### src/rtl/rx4b_pkg.sv
package rx4b_pkg;

    localparam int GW = 5;          // code group width
    localparam int NW = 4;          // nibble width
    localparam int WW = 2 * GW;     // delimiter window width

    typedef enum logic [1:0] {
        ST_HUNT,
        ST_DATA,
        ST_END
    } rx_state_t;

    typedef enum logic [2:0] {
        GK_DATA,
        GK_IDLE,
        GK_TERM,
        GK_RST,
        GK_BAD
    } grp_kind_t;

    localparam logic [WW-1:0] SSD_PAT = 10'b11000_10001;
    localparam logic [GW-1:0] CG_IDLE = 5'b11111;
    localparam logic [GW-1:0] CG_TERM = 5'b01101;
    localparam logic [GW-1:0] CG_RST  = 5'b00111;

endpackage

### src/rtl/rx4b_window.sv
module rx4b_window #(
    parameter int              W   = 10,
    parameter logic [W-1:0]    PAT = '0,
    parameter int              TW  = 4
) (
    input  logic          clk,
    input  logic          rst_n,
    input  logic          shift_en,
    input  logic          clear,
    input  logic          bit_in,
    output logic          hit,
    output logic [TW-1:0] tail
);

    logic [W-1:0] win_q;
    logic [W-1:0] win_nxt;

    assign win_nxt = {win_q[W-2:0], bit_in};
    assign hit     = shift_en && (win_nxt == PAT);
    assign tail    = win_q[TW-1:0];

    always_ff @(posedge clk or negedge rst_n) begin
        if (!rst_n) begin
            win_q <= '0;
        end else if (clear) begin
            win_q <= '0;
        end else if (shift_en) begin
            win_q <= win_nxt;
        end
    end

endmodule

### src/rtl/rx4b_grp_count.sv
module rx4b_grp_count #(
    parameter int GW = 5
) (
    input  logic clk,
    input  logic rst_n,
    input  logic restart,
    input  logic step,
    output logic last
);

    localparam int CW = (GW > 1) ? $clog2(GW) : 1;
    localparam logic [CW-1:0] LAST_V = CW'(GW - 1);

    logic [CW-1:0] cnt_q;

    assign last = step && (cnt_q == LAST_V);

    always_ff @(posedge clk or negedge rst_n) begin
        if (!rst_n) begin
            cnt_q <= '0;
        end else if (restart) begin
            cnt_q <= '0;
        end else if (step) begin
            cnt_q <= last ? '0 : cnt_q + 1'b1;
        end
    end

endmodule

### src/rtl/rx4b_grp_decode.sv
module rx4b_grp_decode
    import rx4b_pkg::*;
(
    input  logic [GW-1:0] grp,
    output grp_kind_t     kind,
    output logic [NW-1:0] nib
);

    always_comb begin
        kind = GK_DATA;
        nib  = '0;
        unique case (grp)
            5'b11110: nib = 4'h0;
            5'b01001: nib = 4'h1;
            5'b10100: nib = 4'h2;
            5'b10101: nib = 4'h3;
            5'b01010: nib = 4'h4;
            5'b01011: nib = 4'h5;
            5'b01110: nib = 4'h6;
            5'b01111: nib = 4'h7;
            5'b10010: nib = 4'h8;
            5'b10011: nib = 4'h9;
            5'b10110: nib = 4'hA;
            5'b10111: nib = 4'hB;
            5'b11010: nib = 4'hC;
            5'b11011: nib = 4'hD;
            5'b11100: nib = 4'hE;
            5'b11101: nib = 4'hF;
            CG_IDLE:  kind = GK_IDLE;
            CG_TERM:  kind = GK_TERM;
            CG_RST:   kind = GK_RST;
            default:  kind = GK_BAD;
        endcase
    end

endmodule

### src/rtl/rx4b_deframer.sv
module rx4b_deframer
    import rx4b_pkg::*;
(
    input  logic          clk,
    input  logic          rst_n,
    input  logic          bit_in,
    input  logic          bit_vld,
    output logic          nib_stb,
    output logic [NW-1:0] rxd,
    output logic          rx_dv,
    output logic          rx_er
);

    rx_state_t     state_q, state_d;
    logic          ssd_hit, win_hit;
    logic [GW-2:0] win_tail;
    logic          grp_done;
    logic          cnt_restart;
    logic          win_clear;
    logic [GW-1:0] grp_word;
    grp_kind_t     grp_kind;
    logic [NW-1:0] grp_nib;

    logic          emit;
    logic          emit_dv;
    logic          emit_er;
    logic [NW-1:0] emit_nib;

    rx4b_window #(
        .W   (WW),
        .PAT (SSD_PAT),
        .TW  (GW - 1)
    ) u_window (
        .clk      (clk),
        .rst_n    (rst_n),
        .shift_en (bit_vld),
        .clear    (win_clear),
        .bit_in   (bit_in),
        .hit      (win_hit),
        .tail     (win_tail)
    );

    rx4b_grp_count #(
        .GW (GW)
    ) u_count (
        .clk     (clk),
        .rst_n   (rst_n),
        .restart (cnt_restart),
        .step    (bit_vld && (state_q != ST_HUNT)),
        .last    (grp_done)
    );

    assign grp_word = {win_tail, bit_in};
    assign ssd_hit  = win_hit && (state_q == ST_HUNT);

    rx4b_grp_decode u_decode (
        .grp  (grp_word),
        .kind (grp_kind),
        .nib  (grp_nib)
    );

    // next state and emitted nibble
    always_comb begin
        state_d     = state_q;
        emit        = 1'b0;
        emit_dv     = 1'b0;
        emit_er     = 1'b0;
        emit_nib    = '0;
        cnt_restart = 1'b0;
        win_clear   = 1'b0;
        unique case (state_q)
            ST_HUNT: begin
                if (ssd_hit) begin
                    state_d     = ST_DATA;
                    cnt_restart = 1'b1;
                end
            end
            ST_DATA: begin
                if (grp_done) begin
                    unique case (grp_kind)
                        GK_DATA: begin
                            emit     = 1'b1;
                            emit_dv  = 1'b1;
                            emit_nib = grp_nib;
                        end
                        GK_TERM: begin
                            state_d = ST_END;
                        end
                        default: begin
                            emit      = 1'b1;
                            emit_er   = 1'b1;
                            state_d   = ST_HUNT;
                            win_clear = 1'b1;
                        end
                    endcase
                end
            end
            ST_END: begin
                if (grp_done) begin
                    emit      = 1'b1;
                    emit_er   = (grp_kind != GK_RST);
                    state_d   = ST_HUNT;
                    win_clear = 1'b1;
                end
            end
            default: begin
                state_d = ST_HUNT;
            end
        endcase
    end

    // state register
    always_ff @(posedge clk or negedge rst_n) begin
        if (!rst_n) begin
            state_q <= ST_HUNT;
        end else begin
            state_q <= state_d;
        end
    end

    // output register
    always_ff @(posedge clk or negedge rst_n) begin
        if (!rst_n) begin
            nib_stb <= 1'b0;
            rx_er   <= 1'b0;
            rx_dv   <= 1'b0;
            rxd     <= '0;
        end else begin
            nib_stb <= emit;
            rx_er   <= emit && emit_er;
            if (emit) begin
                rx_dv <= emit_dv;
                rxd   <= emit_nib;
            end
        end
    end

endmodule

### config.mk
export PLATFORM = sky130hd
export DESIGN_NAME = rx4b_deframer
export DESIGN_NICKNAME = d
export VERILOG_FILES = /design/src/rtl/rx4b_pkg.sv /design/src/rtl/rx4b_window.sv /design/src/rtl/rx4b_grp_count.sv /design/src/rtl/rx4b_grp_decode.sv /design/src/rtl/rx4b_deframer.sv
export SDC_FILE = /design/constraint.sdc
export NUM_CORES = 1
export LEC_CHECK = 0
export CELL_PAD_IN_SITES_DETAIL_PLACEMENT = 0
export CELL_PAD_IN_SITES_GLOBAL_PLACEMENT = 1
export CORE_MARGIN = 1.5
export CORE_UTILIZATION = 43
export CTS_CLUSTER_DIAMETER = 200
export CTS_CLUSTER_SIZE = 16
export DETAILED_ROUTE_END_ITERATION = 7
export DONT_BUFFER_PORTS = 1
export PLACE_DENSITY = 0.71
export SLEW_MARGIN = 10
export SYNTH_ARGS = -nofsm -noshare
export SYNTH_HDL_FRONTEND = slang
export SYNTH_SLANG_ARGS = --single-unit
### constraint.sdc
create_clock -name clk -period 1.45 [get_ports clk]
set_input_delay 0.3625 -clock clk [delete_from_list [all_inputs] [get_ports clk]]
set_output_delay 0.3625 -clock clk [all_outputs]
set_load 0.1 [all_outputs]
==> flow_metrics.env <==
export IMPL_hold_viol=0
export IMPL_rsz0062_at_grt="yes"
export IMPL_wl_per_cell_um=15.27
export IMPL_io_pins=11
export IMPL_worstHoldEndpoint="rxd[0]"
export IMPL_vias=1013
export IMPL_max_cap_violations=0
export IMPL_reg2regPathDepth=6
export IMPL_clk_pin_slew_ns=0.12
export IMPL_finish_instance_area_um2=1718
export IMPL_drtPass1Iterations=6
export IMPL_drtIter0Drc=11
export IMPL_cp_required_ns=1.71
export IMPL_tritoncts="built"
export IMPL_worstPathArrival_ns=1.87
export IMPL_dp_hpwl_um=1724
export IMPL_multi_input_area_um2=704.4
export IMPL_ys_warn_count=0
export IMPL_core_um2=2522
export IMPL_ys_seq_elements=21
export IMPL_grt_pass1_vias=931
export IMPL_async_reset_ff_frac=1.000
export IMPL_cts_buffers=3
export IMPL_setup_violations=17
export IMPL_final_common_cell="buf_4"
export IMPL_worstHoldStart="bit_in"
export IMPL_worstPathMaxFanout=5
export IMPL_r2r_end="rxd[0]"
export IMPL_gp_congestion=0.7393
export IMPL_register_area_um2=529.3
export IMPL_nFillCells=181
export IMPL_synth_edff_count=0
export IMPL_timing_final_ws_setup_ns=-0.1623
export IMPL_grt_max_degree=22
export IMPL_syn_nets=124
export IMPL_io_buffers=0
export IMPL_cts_buffer_depth=2
export IMPL_crit_path_end_kind="flip-flop"
export IMPL_remaining_drc_errors=0
export IMPL_min_delay_path_depth=1
export IMPL_via_per_inst=5.417
export IMPL_worstSkewPairLatency_ns=0.32
export IMPL_grt_overflow_total=0
export IMPL_cts_root_buffer="clkbuf_4"
export IMPL_areaGrowthSynthToFinish_pct=47.16
export IMPL_fin_nets=167
export IMPL_clock_skew_ns=0.01412
export IMPL_hp_class="in2reg"
export IMPL_worstSetupPathType="reg2reg"
export IMPL_die_area_um2=3037
export IMPL_maxSlewHeadroom=0.3463
export IMPL_r2r_start="state_q[1]"
export IMPL_slew_viol_final=0
export IMPL_ir_drop_v=0.001032
export IMPL_period_share=1.112
export IMPL_min_period_ns=1.612
export IMPL_drtAntennaViolNets=0
export IMPL_worstMarginPinSlew_ns=0.9805
export IMPL_die_h_um=55.11
export IMPL_p_per_area_nw_per_um2=1687
export IMPL_fmax_mhz=620.2
export IMPL_finalWirelength_um=2855
export IMPL_status="finished with violations"
export IMPL_syn_inst=115
export IMPL_total_leakage_power_nw=0.8035
export IMPL_grtUsageTotal=0.2017
export IMPL_violations="setup timing"
export IMPL_synth_cell_types=31
export IMPL_start_util=0.4628
export IMPL_mostFrequentLayoutCells="buf_4 (33), dfrtp_1 (18), mux2i_1 (12)"
export IMPL_synth_seq_area_share=0.4502
export IMPL_r2r_slack_ns=-0.16
export IMPL_antenna_found_initial=0
export IMPL_holdWs_ns=0.2038
export IMPL_grt_pass1_wl_um=4215
export IMPL_cts_sinks=21
export IMPL_avgSynthCellArea_um2=10.15
export IMPL_dpl_cell_area_um2=1411
export IMPL_die_x_um=55.11
export IMPL_ys_flop_type="dfrtp_1"
export IMPL_power_total_mw=2.898
export IMPL_fin_util=0.6811
export IMPL_rows=18
export IMPL_start_kind="flip-flop"
export IMPL_drive_gt1_frac=0.5032
export IMPL_n_antenna_cell=0
export IMPL_cts_max_level=1
export IMPL_synth_area_um2=1167
[layer usage]
layer | up-vias | track usage | part of all wire
met1 | 498 | 0.2695 | 0.47
met3 | 5 | 0.03226 | 0.028
met2 | 13 | 0.3115 | 0.49
li1 | 497 | - | -
met5 | - | 0 | 0
met4 | 0 | 0.1098 | 0.019
[cells by family (layout without fill, tap and decap cells)]
group / Yosys count / count (layout) / synth area share
DFF: 21 / 21 / 0.4502
muxes: 12 / 12 / 0.1029
AOI/OAI and AO/OA: 25 / 25 / 0.1533
and+or+nand+nor: 32 / 32 / 0.1522
adders and majority gates: 5 / 5 / 0.05359
xor gates and xnor gates: 3 / 3 / 0.02251
buffers and inverters: 17 / 59 / 0.06539
[how the worst max path moves through the flow]
stage	slack, ns	endpoint	from
6_report	-0.16	rxd[0]	state_q[1]
5_1_grt	-0.25	rxd[3]	state_q[1]
4_1_cts	-0.12	rxd[0]	state_q[0]
3_5_place_dp	-0.16	rxd[0]	state_q[0]
3_3_place_gp	-0.13	rxd[1]	state_q[0]
2_1_floorplan	-0.01	rxd[0]	state_q[0]
[worst max-delay path: stages (launching register included)]
cell and delay (ns):
dfrtp_1 0.41, inv_2 0.11, ha_4 0.16, inv_2 0.05, o41a_1 0.39, nor3_4 0.24, a32o_1 0.20
[cell type report]
cell class                      count  area share
Clock buffer                        3     0.01311
Clock inverter                      1    0.002913
Inverter                           12     0.02622
Multi-Input combinational cell     77      0.4101
Sequential cell                    21      0.3081
Tap cell                           30     0.02185
Timing Repair Buffer               43      0.2178
[repair_timing]
action,4_1_cts,5_1_grt
setup buffers,9,3
gates resized for setup,22,23
hold buffers,1,0
endpoints found under the hold margin,21,0
cloned,1,0
endpoints found under the setup margin,19,22
pin swaps,16,7
[flip-flops by register name, summed over array words and instances, names as in the netlist]
name and count:
u_window.win_q 9, nib_stb 1, u_count.cnt_q 3, rx_dv 1
rx_er 1, state_q 2, rxd 4
[cell usage after synthesis (2+ instances only)]
cell / n / area [um2]
ha_1: 5 / 62.56
a32o_1: 5 / 50.05
o22ai_1: 2 / 12.51
inv_1: 10 / 37.54
buf_2: 4 / 20.02
nand4_1: 3 / 18.77
a21o_1: 2 / 15.01
dfrtp_1: 21 / 525.5
nor2_1: 11 / 41.29
mux2i_1: 12 / 120.1
nand2_1: 6 / 22.52
o31ai_1: 2 / 15.01
a21oi_1: 4 / 20.02
o21ai_0: 5 / 25.02
inv_2: 2 / 7.510
nand3_1: 4 / 20.02
xnor2_1: 3 / 26.28
[report_power, final]
group	leakage [nW]	total [mW]	switching [mW]	internal, mW
logic	0.521	1.71	0.855	0.854
clock network	0.0177	0.302	0.198	0.103
registers	0.264	0.888	0.136	0.751
total	0.803	2.90	1.19	1.71
[stage by stage]
step,worst slack [ns],instances,setup TNS [ns]
6_report,-0.1623,187,-1.353
5_1_grt,-0.2492,187,-2.732
4_1_cts,-0.1215,184,-1.474
3_5_place_dp,-0.1609,169,-1.402
3_3_place_gp,-0.1349,169,-0.9460
2_1_floorplan,-0.01268,115,-0.05073
(Power assumes the default switching activity.)
